**src/rtl/e1c4_pkg.sv**
```systemverilog
package e1c4_pkg;
  localparam int CRC_W = 4;
  // Generator x^4 + x + 1 without its leading term.
  localparam logic [CRC_W-1:0] GEN_LOW = 4'b0011;
  typedef logic [CRC_W-1:0] crc_t;
endpackage

```
**src/rtl/e1c4_pos_decode.sv**
```systemverilog
module e1c4_pos_decode
  import e1c4_pkg::*;
#(
  parameter int SMF_FRAMES = 8,
  parameter int FRAME_BITS = 256,
  parameter int FIDX_W     = $clog2(2 * SMF_FRAMES),
  parameter int BIDX_W     = $clog2(FRAME_BITS)
) (
  input  logic [FIDX_W-1:0] frame_idx,
  input  logic [BIDX_W-1:0] bit_idx,
  output logic              smf_first,
  output logic              smf_last,
  output logic [CRC_W-1:0]  slot_vec
);
  localparam int LOC_W = $clog2(SMF_FRAMES);
  localparam logic [LOC_W-1:0]  LOC_LAST = LOC_W'(SMF_FRAMES - 1);
  localparam logic [BIDX_W-1:0] BIT_LAST = BIDX_W'(FRAME_BITS - 1);

  logic [LOC_W-1:0] loc;
  assign loc       = frame_idx[LOC_W-1:0];
  assign smf_first = (loc == '0) && (bit_idx == '0);
  assign smf_last  = (loc == LOC_LAST) && (bit_idx == BIT_LAST);

  // Check slot k sits at bit 0 of even frame 2k within the submultiframe.
  for (genvar k = 0; k < CRC_W; k++) begin : g_slot
    assign slot_vec[k] = (loc == LOC_W'(2 * k)) && (bit_idx == '0);
  end

  always_comb begin
    AST_ONE_SLOT: assert ($onehot0(slot_vec));
    AST_SLOT_NOT_LAST: assert (!(smf_last && (|slot_vec)));
  end
endmodule

```
**src/rtl/e1c4_divider.sv**
```systemverilog
module e1c4_divider
  import e1c4_pkg::*;
(
  input  logic clk,
  input  logic rst_n,
  input  logic step,
  input  logic restart,
  input  logic din,
  output crc_t rem_next
);
  crc_t rem_q;
  crc_t base;
  logic fb;

  always_comb begin
    base     = restart ? '0 : rem_q;
    fb       = din ^ base[CRC_W-1];
    rem_next = {base[CRC_W-2:0], 1'b0} ^ (fb ? GEN_LOW : '0);
  end

  always_ff @(posedge clk) begin
    if (!rst_n)     rem_q <= '0;
    else if (step)  rem_q <= rem_next;
  end

  AST_IDLE_FREEZE: assert property (@(posedge clk) disable iff (!rst_n)
    !step |=> $stable(rem_q));
  AST_FRESH_START: assert property (@(posedge clk) disable iff (!rst_n)
    (step && restart && !din) |=> (rem_q == '0));
endmodule

```
**src/rtl/e1c4_verdict.sv**
```systemverilog
module e1c4_verdict
  import e1c4_pkg::*;
(
  input  logic             clk,
  input  logic             rst_n,
  input  logic             step,
  input  logic             first,
  input  logic             last,
  input  logic [CRC_W-1:0] slot_vec,
  input  logic             data_in,
  input  crc_t             rem_next,
  input  logic             mode_tx,
  input  logic             mf_locked,
  output crc_t             held_rem,
  output logic             held_valid,
  output logic             crc_err
);
  crc_t rx_bits;
  logic clean;

  always_ff @(posedge clk) begin
    if (!rst_n) begin
      rx_bits    <= '0;
      clean      <= 1'b0;
      held_rem   <= '0;
      held_valid <= 1'b0;
      crc_err    <= 1'b0;
    end else begin
      crc_err <= 1'b0;
      if (step && first) clean <= mf_locked;
      else               clean <= clean & mf_locked;
      if (step) begin
        for (int k = 0; k < CRC_W; k++)
          if (slot_vec[k]) rx_bits[CRC_W-1-k] <= data_in;
      end
      if (!mf_locked) held_valid <= 1'b0;
      if (step && last) begin
        held_rem   <= rem_next;
        held_valid <= clean & mf_locked;
        crc_err    <= !mode_tx && mf_locked && held_valid && (rx_bits != held_rem);
      end
    end
  end

  AST_ERR_AT_END: assert property (@(posedge clk) disable iff (!rst_n)
    crc_err |-> $past(step && last));
  AST_ERR_SINGLE: assert property (@(posedge clk) disable iff (!rst_n)
    crc_err |=> !crc_err);
  AST_ERR_NEEDS_LOCK: assert property (@(posedge clk) disable iff (!rst_n)
    !mf_locked |=> !crc_err);
  AST_TX_SILENT: assert property (@(posedge clk) disable iff (!rst_n)
    mode_tx |=> !crc_err);
  AST_HOLD_STILL: assert property (@(posedge clk) disable iff (!rst_n)
    (!step && mf_locked) |=> $stable(held_rem));
endmodule

```
**src/rtl/e1_crc4_engine.sv**
```systemverilog
module e1_crc4_engine
  import e1c4_pkg::*;
#(
  parameter int SMF_FRAMES = 8,
  parameter int FRAME_BITS = 256,
  parameter int FIDX_W     = $clog2(2 * SMF_FRAMES),
  parameter int BIDX_W     = $clog2(FRAME_BITS)
) (
  input  logic              clk,
  input  logic              rst_n,
  input  logic              mode_tx,
  input  logic              mf_locked,
  input  logic              bit_en,
  input  logic [FIDX_W-1:0] frame_idx,
  input  logic [BIDX_W-1:0] bit_idx,
  input  logic              data_in,
  output logic              data_out,
  output logic              crc_err
);
  logic             smf_first, smf_last;
  logic [CRC_W-1:0] slot_vec;
  logic [CRC_W-1:0] ins_vec;
  crc_t             rem_next, held_rem;
  logic             held_valid;
  logic             in_slot, div_in, ins_en;

  e1c4_pos_decode #(
    .SMF_FRAMES(SMF_FRAMES), .FRAME_BITS(FRAME_BITS),
    .FIDX_W(FIDX_W), .BIDX_W(BIDX_W)
  ) u_pos (
    .frame_idx(frame_idx), .bit_idx(bit_idx),
    .smf_first(smf_first), .smf_last(smf_last), .slot_vec(slot_vec)
  );

  assign in_slot = |slot_vec;
  assign div_in  = in_slot ? 1'b0 : data_in;

  e1c4_divider u_div (
    .clk(clk), .rst_n(rst_n), .step(bit_en), .restart(smf_first),
    .din(div_in), .rem_next(rem_next)
  );

  e1c4_verdict u_verdict (
    .clk(clk), .rst_n(rst_n), .step(bit_en), .first(smf_first),
    .last(smf_last), .slot_vec(slot_vec), .data_in(data_in),
    .rem_next(rem_next), .mode_tx(mode_tx), .mf_locked(mf_locked),
    .held_rem(held_rem), .held_valid(held_valid), .crc_err(crc_err)
  );

  for (genvar k = 0; k < CRC_W; k++) begin : g_ins
    assign ins_vec[k] = slot_vec[k] & held_rem[CRC_W-1-k];
  end

  assign ins_en   = mode_tx && mf_locked && held_valid && in_slot;
  assign data_out = ins_en ? (|ins_vec) : data_in;

  AST_RX_TRANSPARENT: assert property (@(posedge clk) disable iff (!rst_n)
    !mode_tx |-> (data_out == data_in));
endmodule

```
**config.mk**
```make
export PLATFORM = sky130hd
export DESIGN_NAME = e1_crc4_engine
export DESIGN_NICKNAME = d
export VERILOG_FILES = /design/src/rtl/e1c4_pkg.sv /design/src/rtl/e1c4_pos_decode.sv /design/src/rtl/e1c4_divider.sv /design/src/rtl/e1c4_verdict.sv /design/src/rtl/e1_crc4_engine.sv
export SDC_FILE = /design/constraint.sdc
export NUM_CORES = 1
export LEC_CHECK = 0
export ABC_AREA = 1
export BUFFER_PORTS_ARGS = -buffer_cell sky130_fd_sc_hd__clkbuf_2
export CAP_MARGIN = 5
export CELL_PAD_IN_SITES_DETAIL_PLACEMENT = 0
export CELL_PAD_IN_SITES_GLOBAL_PLACEMENT = 2
export CORE_UTILIZATION = 29
export CTS_CLUSTER_DIAMETER = 80
export CTS_CLUSTER_SIZE = 20
export DETAILED_ROUTE_END_ITERATION = 12
export PLACE_DENSITY_LB_ADDON = 0.1
export SLEW_MARGIN = 15
export SYNTH_ARGS = -nofsm -noshare
export SYNTH_HDL_FRONTEND = slang
export SYNTH_SLANG_ARGS = --single-unit
```
**constraint.sdc**
```tcl
create_clock -name clk -period 2.4 [get_ports clk]
set_clock_uncertainty 0.15 [all_clocks]
set_input_delay 0.12 -clock clk [delete_from_list [all_inputs] [get_ports clk]]
set_output_delay 0.12 -clock clk [all_outputs]
set_load 0.05 [all_outputs]
```
==> reports/summary.txt <==
Status: finished, final reports clean
CP Max Fanout: 11
Asr flop ratio synth: 0
TritonCTS buffer count: 3
DRT antenna net count: 0
Die width: 55.6 um
Vias: 822
Lkg Pwr: 0.438 nW
H-tree levels: 1
Antenna diode count: 0
Comb pwr share: 0.138
Starting Density: 0.305
Post-route minimum period: 1.80 ns
Synthesis warning total: 0
Post-synth top area cell: dfxtp_1
Pin count of the biggest net entering global routing: 13
DIE HEIGHT: 55.6 um
Unrepaired setup endpoints after global routing: no
Synth top area share: 0.360
Final Cycle Share: 0.752
Worst-skew pair later-pin latency: 0.28 ns
Tightest Hold Check Type: in -> reg
Post-synth EDFFs: 0
Sw frac: 0.261
Post-CTS Setup Inserts: 0
HP Start: mf_locked
CTS clk-pin slew, worst paths: 0.09 ns
Synth top area cells: dfxtp_1, nand2_1, inv_1, a21oi_1, nor2_1
RR Startpoint: u_div.rem_q[3]$_SDFFE_PN0P_
Dominant cell by count in the synthesized netlist: nand2_1
Post-synthesis sequential area ratio: 0.360
Synth cell types: 24
Hold Path Depth: 5
Setup CP Type: in -> out
DRC Markers: 0
Multi-input logic area: 453 um2
Grt total ovfl: 0
Yosys reg bits: 15
Syn Area/Cell: 6.77 um2
Routed length per instance: 11.3 um
DRT Pass-1 Iters: 4
Die ar.: 3090 um2
DR iter-0 viols: 22
CTS max path bufs: 2
Total Neg Setup Slack: 0 ns
CTS tree: done
Core area: 2730 um2
Hold endpoint: u_verdict.crc_err$_SDFF_PN0_
P_sw: 121 uW
Synth Flop Type: dfxtp_1
Slew of the pin with the lowest slew margin: 0.429 ns
Dpl hpwl: 1560 um
Port bufs: 18
WP data arrival: 1.53 ns
Power share of the clock group: 0.310
Mapped Nets: 141
GRT Total Usage: 0.149
Cells after synthesis: 123
Netlist Area Pre-Place: 833 um2
DR vias/cell: 4.70
Slew Limit Fails: 0
Critical path endpoint category: output pin
Max_slew headroom: 0.714
Pwr/cell area: 469 nW/um2
Finish-stage setup viols: 0
Design area: 988 um2
Reg2Reg Capture Point: u_verdict.held_rem[0]$_SDFFE_PN0P_
Reg power frac: 0.552
Post-DP Area: 942 um2
Synth top cells by count: nand2_1, dfxtp_1, inv_1
Internal Power: 343 uW
Maxcap violations: 0
Sink Count: 15
Worst vdd ir: 207 uV
Maximum operating frequency: 554 MHz
# nets final: 163
Initial antenna violation count: 0
Number of global-route vias before repair: 804
Root Buffer: clkbuf_4
Share of cells above drive strength 1: 0.188
CP Launch Type: input pin
Sum of routed wire length over all layers: 1980 um
WP data required: 2.13 ns
R2R depth: 6
Ports: 20
Placer Congestion: 0.762
First-pass GRT wire length: 3550 um
Syn-to-layout area delta: 18.6%
Rows: 19
Number of fill cells: 303
Hold Fails Final Rpt: 0
R2r setup slk: 1.21 ns
Sequential cell area: 300 um2
## routing by layer
metal	GRT usage	part of all wire	wire length, um	up-vias
li1	-	-	-	448
met1	0.190	0.50	992	361
met2	0.239	0.45	894	11
met3	0.0279	0.037	73	2
met4	0.0750	0.0091	18	0
met5	0	0	0	-
## cell type report
cell class / instances / share of cell area
Sequential cell: 15 / 0.304
Inverter: 16 / 0.0608
Multi-Input combinational cell: 89 / 0.458
Clock buffer: 4 / 0.0266
Tap cell: 31 / 0.0392
Timing Repair Buffer: 20 / 0.111
## cell usage in the layout, fill, tap and decap left out, types with 3 or more instances in the layout
cell type | netlist | layout
nand2_1 | 29 | 29
clkbuf_2 | 0 | 18
inv_1 | 15 | 15
dfxtp_1 | 15 | 15
nor2_1 | 11 | 11
a21oi_1 | 10 | 10
o21ai_0 | 8 | 8
nand4_1 | 5 | 5
nand3_1 | 5 | 5
xnor2_1 | 4 | 4
o21ai_1 | 3 | 3
clkbuf_4 | 0 | 3
## registers in the layout, summed over array words and instances, names as in the netlist
name / flops
u_div.rem_q: 4
u_verdict.held_rem: 4
u_verdict.rx_bits: 4
u_verdict.clean: 1
u_verdict.crc_err: 1
u_verdict.held_valid: 1
## metrics by stage
step                hold WS (ns)  worst slack [ns]  power [mW]  instances   util
floorplan                  0.116             0.648       0.298        123      -
global placement           0.260             0.585       0.324        169  0.345
detailed placement         0.260             0.582       0.324        169  0.345
CTS                       0.0149             0.581       0.477        175  0.362
global route             0.00755             0.307       0.500        175  0.362
finish                    0.0269             0.596       0.464        175  0.362
## kinds of logic after synthesis
family	share of synthesized area
and+or+nand+nor	0.320
AOI/OAI and AO/OA	0.182
xor gates and xnor gates	0.0420
DFF	0.360
buffers and inverters	0.0961
## worst max-delay path by stage
stage	start	end	slack, ns	cells past startpoint
after detailed placement	bit_idx[1]	data_out	0.58	9
final	bit_idx[1]	data_out	0.60	9
after CTS	bit_idx[1]	data_out	0.58	9
after global placement	bit_idx[1]	data_out	0.59	9
after global routing	bit_idx[5]	data_out	0.31	9
after floorplan	bit_idx[1]	data_out	0.65	8
## power by group through the flow
stage	logic [mW]	registers, mW	clock network [mW]
2_1_floorplan	0.0362	0.261	0
3_3_place_gp	0.0618	0.262	0
3_5_place_dp	0.0622	0.262	0
4_1_cts	0.0650	0.256	0.156
5_1_grt	0.0739	0.257	0.169
6_report	0.0642	0.256	0.144
## worst max-delay path, stage by stage
cell	delay (ns)
clkbuf_2	0.09
nor2_1	0.09
nand2_1	0.07
nor2_2	0.36
nand4_2	0.17
o21ai_1	0.18
nor2_1	0.06
o21ai_1	0.11
clkbuf_2	0.28
## what timing repair did
item	CTS	global route
hold buffers	2	0
gates resized for setup	0	0
hold endpoints to repair	2	0
Note: power is estimated with default switching activity, not from simulation.
